$ cat config.mk
export PLATFORM = sky130hd
export DESIGN_NAME = abs_bus_seq
export DESIGN_NICKNAME = d
export VERILOG_FILES = /design/src/rtl/abs_seq_pkg.sv /design/src/rtl/seq_fsm.sv /design/src/rtl/seq_pc.sv /design/src/rtl/seq_datapath.sv /design/src/rtl/seq_bus_irq.sv /design/src/rtl/abs_bus_seq.sv
export SDC_FILE = /design/constraint.sdc
export NUM_CORES = 1
export LEC_CHECK = 0
export ABC_AREA = 1
export BUFFER_PORTS_ARGS = -buffer_cell sky130_fd_sc_hd__clkbuf_2
export CAP_MARGIN = 20
export CORE_MARGIN = 1
export CORE_UTILIZATION = 56
export CTS_BUF_LIST = sky130_fd_sc_hd__clkbuf_8
export CTS_CLUSTER_DIAMETER = 200
export CTS_CLUSTER_SIZE = 40
export DETAILED_ROUTE_END_ITERATION = 16
export PLACE_DENSITY_LB_ADDON = 0.08
export SETUP_SLACK_MARGIN = 0.2
export SLEW_MARGIN = 5
export SYNTH_ARGS = -nofsm -noshare
export SYNTH_HDL_FRONTEND = slang
export SYNTH_SLANG_ARGS = --single-unit
$ cat constraint.sdc
create_clock -name clk -period 1.7 [get_ports clk]
set_clock_uncertainty 0.2 [all_clocks]
set_input_delay 0.17 -clock clk [delete_from_list [all_inputs] [get_ports clk]]
set_output_delay 0.17 -clock clk [all_outputs]
set_load 0.1 [all_outputs]
$ cat src/rtl/abs_seq_pkg.sv
package abs_seq_pkg;

    typedef enum logic [2:0] {
        ST_OPCODE,
        ST_ADDR_LO,
        ST_ADDR_HI,
        ST_ACCESS,
        ST_IDLE_READ
    } step_t;

    typedef enum logic [1:0] {
        OPK_LOAD,
        OPK_STORE,
        OPK_OTHER
    } opkind_t;

endpackage

$ cat src/rtl/seq_fsm.sv
module seq_fsm
    import abs_seq_pkg::*;
#(
    parameter int          DATA_W   = 8,
    parameter logic [7:0]  OP_LOAD  = 8'hAD,
    parameter logic [7:0]  OP_STORE = 8'h8D
) (
    input  logic              clk,
    input  logic              rst_n,
    input  logic              phase,
    input  logic [DATA_W-1:0] data_in,
    output step_t             step,
    output logic              from_pc,
    output logic              bump_pc,
    output logic              write_cyc,
    output logic              load_cyc
);

    step_t   step_nx;
    opkind_t kind, kind_nx;

    // state register: advances only at phi2 edges
    always_ff @(posedge clk) begin
        if (!rst_n) begin
            step <= ST_OPCODE;
            kind <= OPK_OTHER;
        end else if (phase) begin
            step <= step_nx;
            if (step == ST_OPCODE)
                kind <= kind_nx;
        end
    end

    // next state and cycle decodes
    always_comb begin
        if (data_in[7:0] == OP_LOAD)
            kind_nx = OPK_LOAD;
        else if (data_in[7:0] == OP_STORE)
            kind_nx = OPK_STORE;
        else
            kind_nx = OPK_OTHER;

        step_nx   = ST_OPCODE;
        from_pc   = 1'b1;
        bump_pc   = 1'b0;
        write_cyc = 1'b0;
        load_cyc  = 1'b0;
        unique case (step)
            ST_OPCODE: begin
                step_nx = (kind_nx == OPK_OTHER) ? ST_IDLE_READ : ST_ADDR_LO;
                bump_pc = 1'b1;
            end
            ST_ADDR_LO: begin
                step_nx = ST_ADDR_HI;
                bump_pc = 1'b1;
            end
            ST_ADDR_HI: begin
                step_nx = ST_ACCESS;
                bump_pc = 1'b1;
            end
            ST_ACCESS: begin
                step_nx   = ST_OPCODE;
                from_pc   = 1'b0;
                write_cyc = (kind == OPK_STORE);
                load_cyc  = (kind == OPK_LOAD);
            end
            ST_IDLE_READ: begin
                step_nx = ST_OPCODE;
            end
            default: begin
                step_nx = ST_OPCODE;
            end
        endcase
    end

endmodule

$ cat src/rtl/seq_pc.sv
module seq_pc #(
    parameter int ADDR_W = 16
) (
    input  logic              clk,
    input  logic              rst_n,
    input  logic              phase,
    input  logic              bump_pc,
    output logic [ADDR_W-1:0] pc,
    output logic [ADDR_W-1:0] pc_fetch
);

    logic inc_pend;

    assign pc_fetch = inc_pend ? pc + ADDR_W'(1) : pc;

    always_ff @(posedge clk) begin
        if (!rst_n) begin
            pc       <= '0;
            inc_pend <= 1'b0;
        end else if (!phase) begin
            pc       <= pc_fetch;
            inc_pend <= 1'b0;
        end else begin
            inc_pend <= bump_pc;
        end
    end

endmodule

$ cat src/rtl/seq_datapath.sv
module seq_datapath
    import abs_seq_pkg::*;
#(
    parameter int DATA_W = 8,
    localparam int ADDR_W = 2 * DATA_W
) (
    input  logic              clk,
    input  logic              rst_n,
    input  logic              phase,
    input  step_t             step,
    input  logic              load_cyc,
    input  logic              write_cyc,
    input  logic [DATA_W-1:0] data_in,
    output logic [ADDR_W-1:0] eff_addr,
    output logic [DATA_W-1:0] acc,
    output logic [DATA_W-1:0] data_out,
    output logic              data_oe
);

    logic [DATA_W-1:0] lo_q, hi_q;

    assign eff_addr = {hi_q, lo_q};

    always_ff @(posedge clk) begin
        if (!rst_n) begin
            lo_q     <= '0;
            hi_q     <= '0;
            acc      <= '0;
            data_out <= '0;
            data_oe  <= 1'b0;
        end else if (!phase) begin
            data_oe <= 1'b0;
        end else begin
            if (step == ST_ADDR_LO) lo_q <= data_in;
            if (step == ST_ADDR_HI) hi_q <= data_in;
            if (load_cyc)           acc  <= data_in;
            if (write_cyc) begin
                data_out <= acc;
                data_oe  <= 1'b1;
            end
        end
    end

endmodule

$ cat src/rtl/seq_bus_irq.sv
module seq_bus_irq #(
    parameter int ADDR_W = 16
) (
    input  logic              clk,
    input  logic              rst_n,
    input  logic              phase,
    input  logic              from_pc,
    input  logic              write_cyc,
    input  logic [ADDR_W-1:0] pc_fetch,
    input  logic [ADDR_W-1:0] eff_addr,
    input  logic              irq_n,
    output logic [ADDR_W-1:0] addr,
    output logic              rw,
    output logic              irq_pending
);

    always_ff @(posedge clk) begin
        if (!rst_n) begin
            addr        <= '0;
            rw          <= 1'b1;
            irq_pending <= 1'b0;
        end else if (!phase) begin
            addr        <= from_pc ? pc_fetch : eff_addr;
            rw          <= !write_cyc;
            irq_pending <= !irq_n;
        end else begin
            irq_pending <= 1'b0;
        end
    end

endmodule

$ cat src/rtl/abs_bus_seq.sv
module abs_bus_seq
    import abs_seq_pkg::*;
#(
    parameter int          DATA_W   = 8,
    parameter logic [7:0]  OP_LOAD  = 8'hAD,
    parameter logic [7:0]  OP_STORE = 8'h8D,
    localparam int         ADDR_W   = 2 * DATA_W
) (
    input  logic              clk,
    input  logic              rst_n,
    input  logic              phase,
    input  logic [DATA_W-1:0] data_in,
    input  logic              irq_n,
    output logic [ADDR_W-1:0] addr,
    output logic [DATA_W-1:0] data_out,
    output logic              data_oe,
    output logic              rw,
    output logic [ADDR_W-1:0] pc,
    output logic [DATA_W-1:0] acc,
    output logic              irq_pending
);

    step_t             step;
    logic              from_pc, bump_pc, write_cyc, load_cyc;
    logic [ADDR_W-1:0] pc_fetch, eff_addr;

    seq_fsm #(.DATA_W(DATA_W), .OP_LOAD(OP_LOAD), .OP_STORE(OP_STORE)) i_fsm (
        .clk(clk), .rst_n(rst_n), .phase(phase), .data_in(data_in),
        .step(step), .from_pc(from_pc), .bump_pc(bump_pc),
        .write_cyc(write_cyc), .load_cyc(load_cyc)
    );

    seq_pc #(.ADDR_W(ADDR_W)) i_pc (
        .clk(clk), .rst_n(rst_n), .phase(phase), .bump_pc(bump_pc),
        .pc(pc), .pc_fetch(pc_fetch)
    );

    seq_datapath #(.DATA_W(DATA_W)) i_dp (
        .clk(clk), .rst_n(rst_n), .phase(phase), .step(step),
        .load_cyc(load_cyc), .write_cyc(write_cyc), .data_in(data_in),
        .eff_addr(eff_addr), .acc(acc), .data_out(data_out), .data_oe(data_oe)
    );

    seq_bus_irq #(.ADDR_W(ADDR_W)) i_bus (
        .clk(clk), .rst_n(rst_n), .phase(phase), .from_pc(from_pc),
        .write_cyc(write_cyc), .pc_fetch(pc_fetch), .eff_addr(eff_addr),
        .irq_n(irq_n), .addr(addr), .rw(rw), .irq_pending(irq_pending)
    );

endmodule

==> results.yml <==
worst_setup_path:
  path_class: "register to register"
  crit_buf_inv: 2
  critical_path.max_stage_delay_ns: 0.39
  path_max_fanout: 10
  critPathSlowestCell: "dfxtp_2"
  critical-path-top-delay-family: "flip-flops"
  cp.arrival_ns: 1.57
  cp_data_required_time_ns: 1.78
  critPathCaptureType: "register"
  cpMostUsedCell: "inv_1"
  crit_chain: "inv_1 -> nor2_1 -> nand2_1 -> inv_1 -> o21ai_0 -> a21oi_1"
  start_kind: "register"
layout:
  final_util: 0.812
  postLayoutCellArea_sq_mm: 0.00420
  area.growth.synth_to_final_pct: 38.7
  drive_gt1_frac: 0.333
  n_fill_cell: 334
  final_net_count: 501
  diodes: 0
pwr:
  p_leak_nw: 1.74
  ir_drop_v: 0.000644
  powerDensity_mw_per_mm2: 816
die:
  die_area_sq_mm: 0.00570
  fp.dieH_um: 75.5
  io_pins: 63
  core.rowCount: 26
  dieWidth_um: 75.5
  start_util: 0.585
  core_sq_mm: 0.00517
job:
  drv_cap: 0
logic_synthesis:
  synth_commonest_cells: "nand2_1, dfxtp_1, inv_1"
  ys.flop_type: "dfxtp_1"
  synth_most_common_cell: "nand2_1"
  ys_async_sr_fraction: 0
  ys_ff_latch: 73
  synth_cells: 399
  syn-cell-area_sq_mm: 0.00303
  yosys.area.top_type: "dfxtp_1"
  syn_avg_cell_area_sq_um: 7.59
  synthTopCellsByArea: "dfxtp_1, nand2_1, o21ai_0"
  yosysUniqueCellTypes: 29
  ys_seq_area_frac: 0.483
  yosys_warnings: 0
  synth-edff-count: 0
  syn-num-nets: 412
  synth_top_area_frac: 0.483
clock_network:
  cts_tree: "yes"
  clock_path_buffers: 2
  cts-root-buf: "clkbuf_8"
  cts.reportedPaths.clkPinSlew_ns: 0.08
  insertion_delay_ns: 0.35
  cts_buffers: 9
  clock-sinks: 73
  ctsHtreeMaxLevel: 3
global_routing:
  grt_usage: 0.302
  grt-ovfl-total: 0
  grt_max_degree: 26
  grt_antenna_before_repair: 0
  grt_pass1_wl_um: 12700
  grt_pass1_vias: 2718
routing:
  postRouteAntennaNets: 0
  avgRoutedWirePerCell_um: 14.7
  via_per_inst: 5.34
  drc: 0
  finalWirelength_um: 8290
  vias: 3004
  drt_first_pass_iters: 4
  drtIter0Drc: 159
sta:
  fin_crit_ns: 1.49
  grt_setup_unrepaired: "yes"
  setup_ws_ns: 0.209
  slew_viol_final: 0
  final.setup.tns_ns: 0
  finalHoldViolCount: 0
  period_share: 0.877
  fmax_mhz: 671
  worst_slew_pin_slew_ns: 0.543
  relSlewSlack: 0.640
  setup_violations: 0
min_path:
  hp-class: "input pin to register"
placement:
  io_buffers: 62
  hpwl_um: 4980
  placed_cell_area_sq_mm: 0.00351
  pre_cts_slack_ns: 0.0513
  gp_congestion: 0.793
run_status:
  outcome: "finished clean"
## final cells by class
| class | count | area, sq um | area share |
|---|---|---|---|
| Sequential cell | 73 | 1530 | 0.363 |
| Tap cell | 70 | 87.6 | 0.0209 |
| Timing Repair Buffer | 89 | 687 | 0.164 |
| Inverter | 58 | 220 | 0.0524 |
| Multi-Input combinational cell | 257 | 1460 | 0.348 |
| Clock inverter | 7 | 93.8 | 0.0223 |
| Clock buffer | 9 | 124 | 0.0295 |
## power breakdown
group	switching [mW]	internal, mW	total, mW	leakage, nW
Combinational	0.153	0.0736	0.226	1.02
Clock	0.660	0.827	1.49	0.113
Sequential	0.0137	1.70	1.71	0.605
## per-stage QoR
stage	power, mW	std cells	hold slack [ns]
2_1_floorplan	1.87	399	0.0424
3_3_place_gp	1.92	525	0.127
3_5_place_dp	1.93	525	0.128
4_1_cts	3.41	560	0.0481
5_1_grt	3.55	563	0.0827
6_report	3.43	563	0.0589
## cells in the final DEF, fill, tap and decap left out, types with 2 or more instances in the layout
cell,netlist,routed
nand2_1,76,70
inv_1,52,51
clkbuf_4,0,49
dfxtp_1,73,48
o21ai_0,45,35
nand3_1,30,25
nor2_1,25,24
a21oi_1,26,23
o21ai_1,7,16
buf_4,3,14
dfxtp_4,0,13
dfxtp_2,0,12
clkbuf_2,0,12
dlygate4sd3_1,0,10
clkbuf_8,0,9
nor2_4,3,8
inv_2,6,6
o211ai_1,6,6
nand3_4,0,5
nor2_2,7,4
nand2_4,0,4
nand3_2,3,4
nand2_2,2,4
nand4_1,4,4
a21oi_2,0,3
a22o_1,3,3
xor2_1,3,3
xnor2_1,3,3
buf_6,0,3
inv_4,0,2
nor3_1,3,2
o21bai_1,2,2
o22ai_1,2,2
bufinv_16,0,2
clkinv_4,0,2
clkinv_2,0,2
## state kept, by name (all words and copies together) (netlist names), 2 cells and up
| signal | flops |
|---|---|
| i_bus.addr | 16 |
| i_pc.pc | 16 |
| i_dp.hi_q | 8 |
| i_fsm.step | 3 |
| i_dp.acc | 8 |
| i_fsm.kind | 2 |
| i_dp.data_out | 8 |
| i_dp.lo_q | 8 |
## routing by layer
metal / global-route usage / vias to the layer above / routed length (um)
met5: 0 / - / 0
met4: 0.148 / 0 / 245
met3: 0.0608 / 26 / 419
met2: 0.490 / 120 / 4030
met1: 0.386 / 1381 / 3600
li1: - / 1477 / -
## final timing paths
kind / from / end / slack (ns) / cells after the start
worst min register to register: i_dp.data_out[4] / i_dp.data_out[4] / 0.25 / 2
worst min-delay path: rst_n / i_fsm.kind[1] / 0.06 / 3
worst max-delay path: i_fsm.step[0] / i_dp.lo_q[0] / 0.21 / 6
worst max register to register: i_fsm.step[0] / i_dp.lo_q[0] / 0.21 / 6
## cells by family (layout without fill, tap and decap cells)
kind of cell,after synthesis,in the layout,synth area share
simple gates,154,156,0.230
compound gates,92,92,0.164
flops,73,73,0.483
buf+inv,71,163,0.0942
xor+xnor,6,6,0.0174
mux,2,2,0.00702
fa+ha+maj,1,1,0.00413
## worst min-delay path, stage by stage
cell      delay [ns]
clkbuf_2        0.12
buf_4           0.19
nand3_1         0.09
## repair_timing
item | 4_1_cts | 5_1_grt
gates resized for setup | 60 | 33
hold buffers | 10 | 0
endpoints found under the hold margin | 25 | 0
gates cloned | 2 | 0
setup endpoints to repair | 80 | 54
pin swaps | 6 | 14
setup buffers | 7 | 3
No activity file was read; power rests on OpenSTA's default activity.
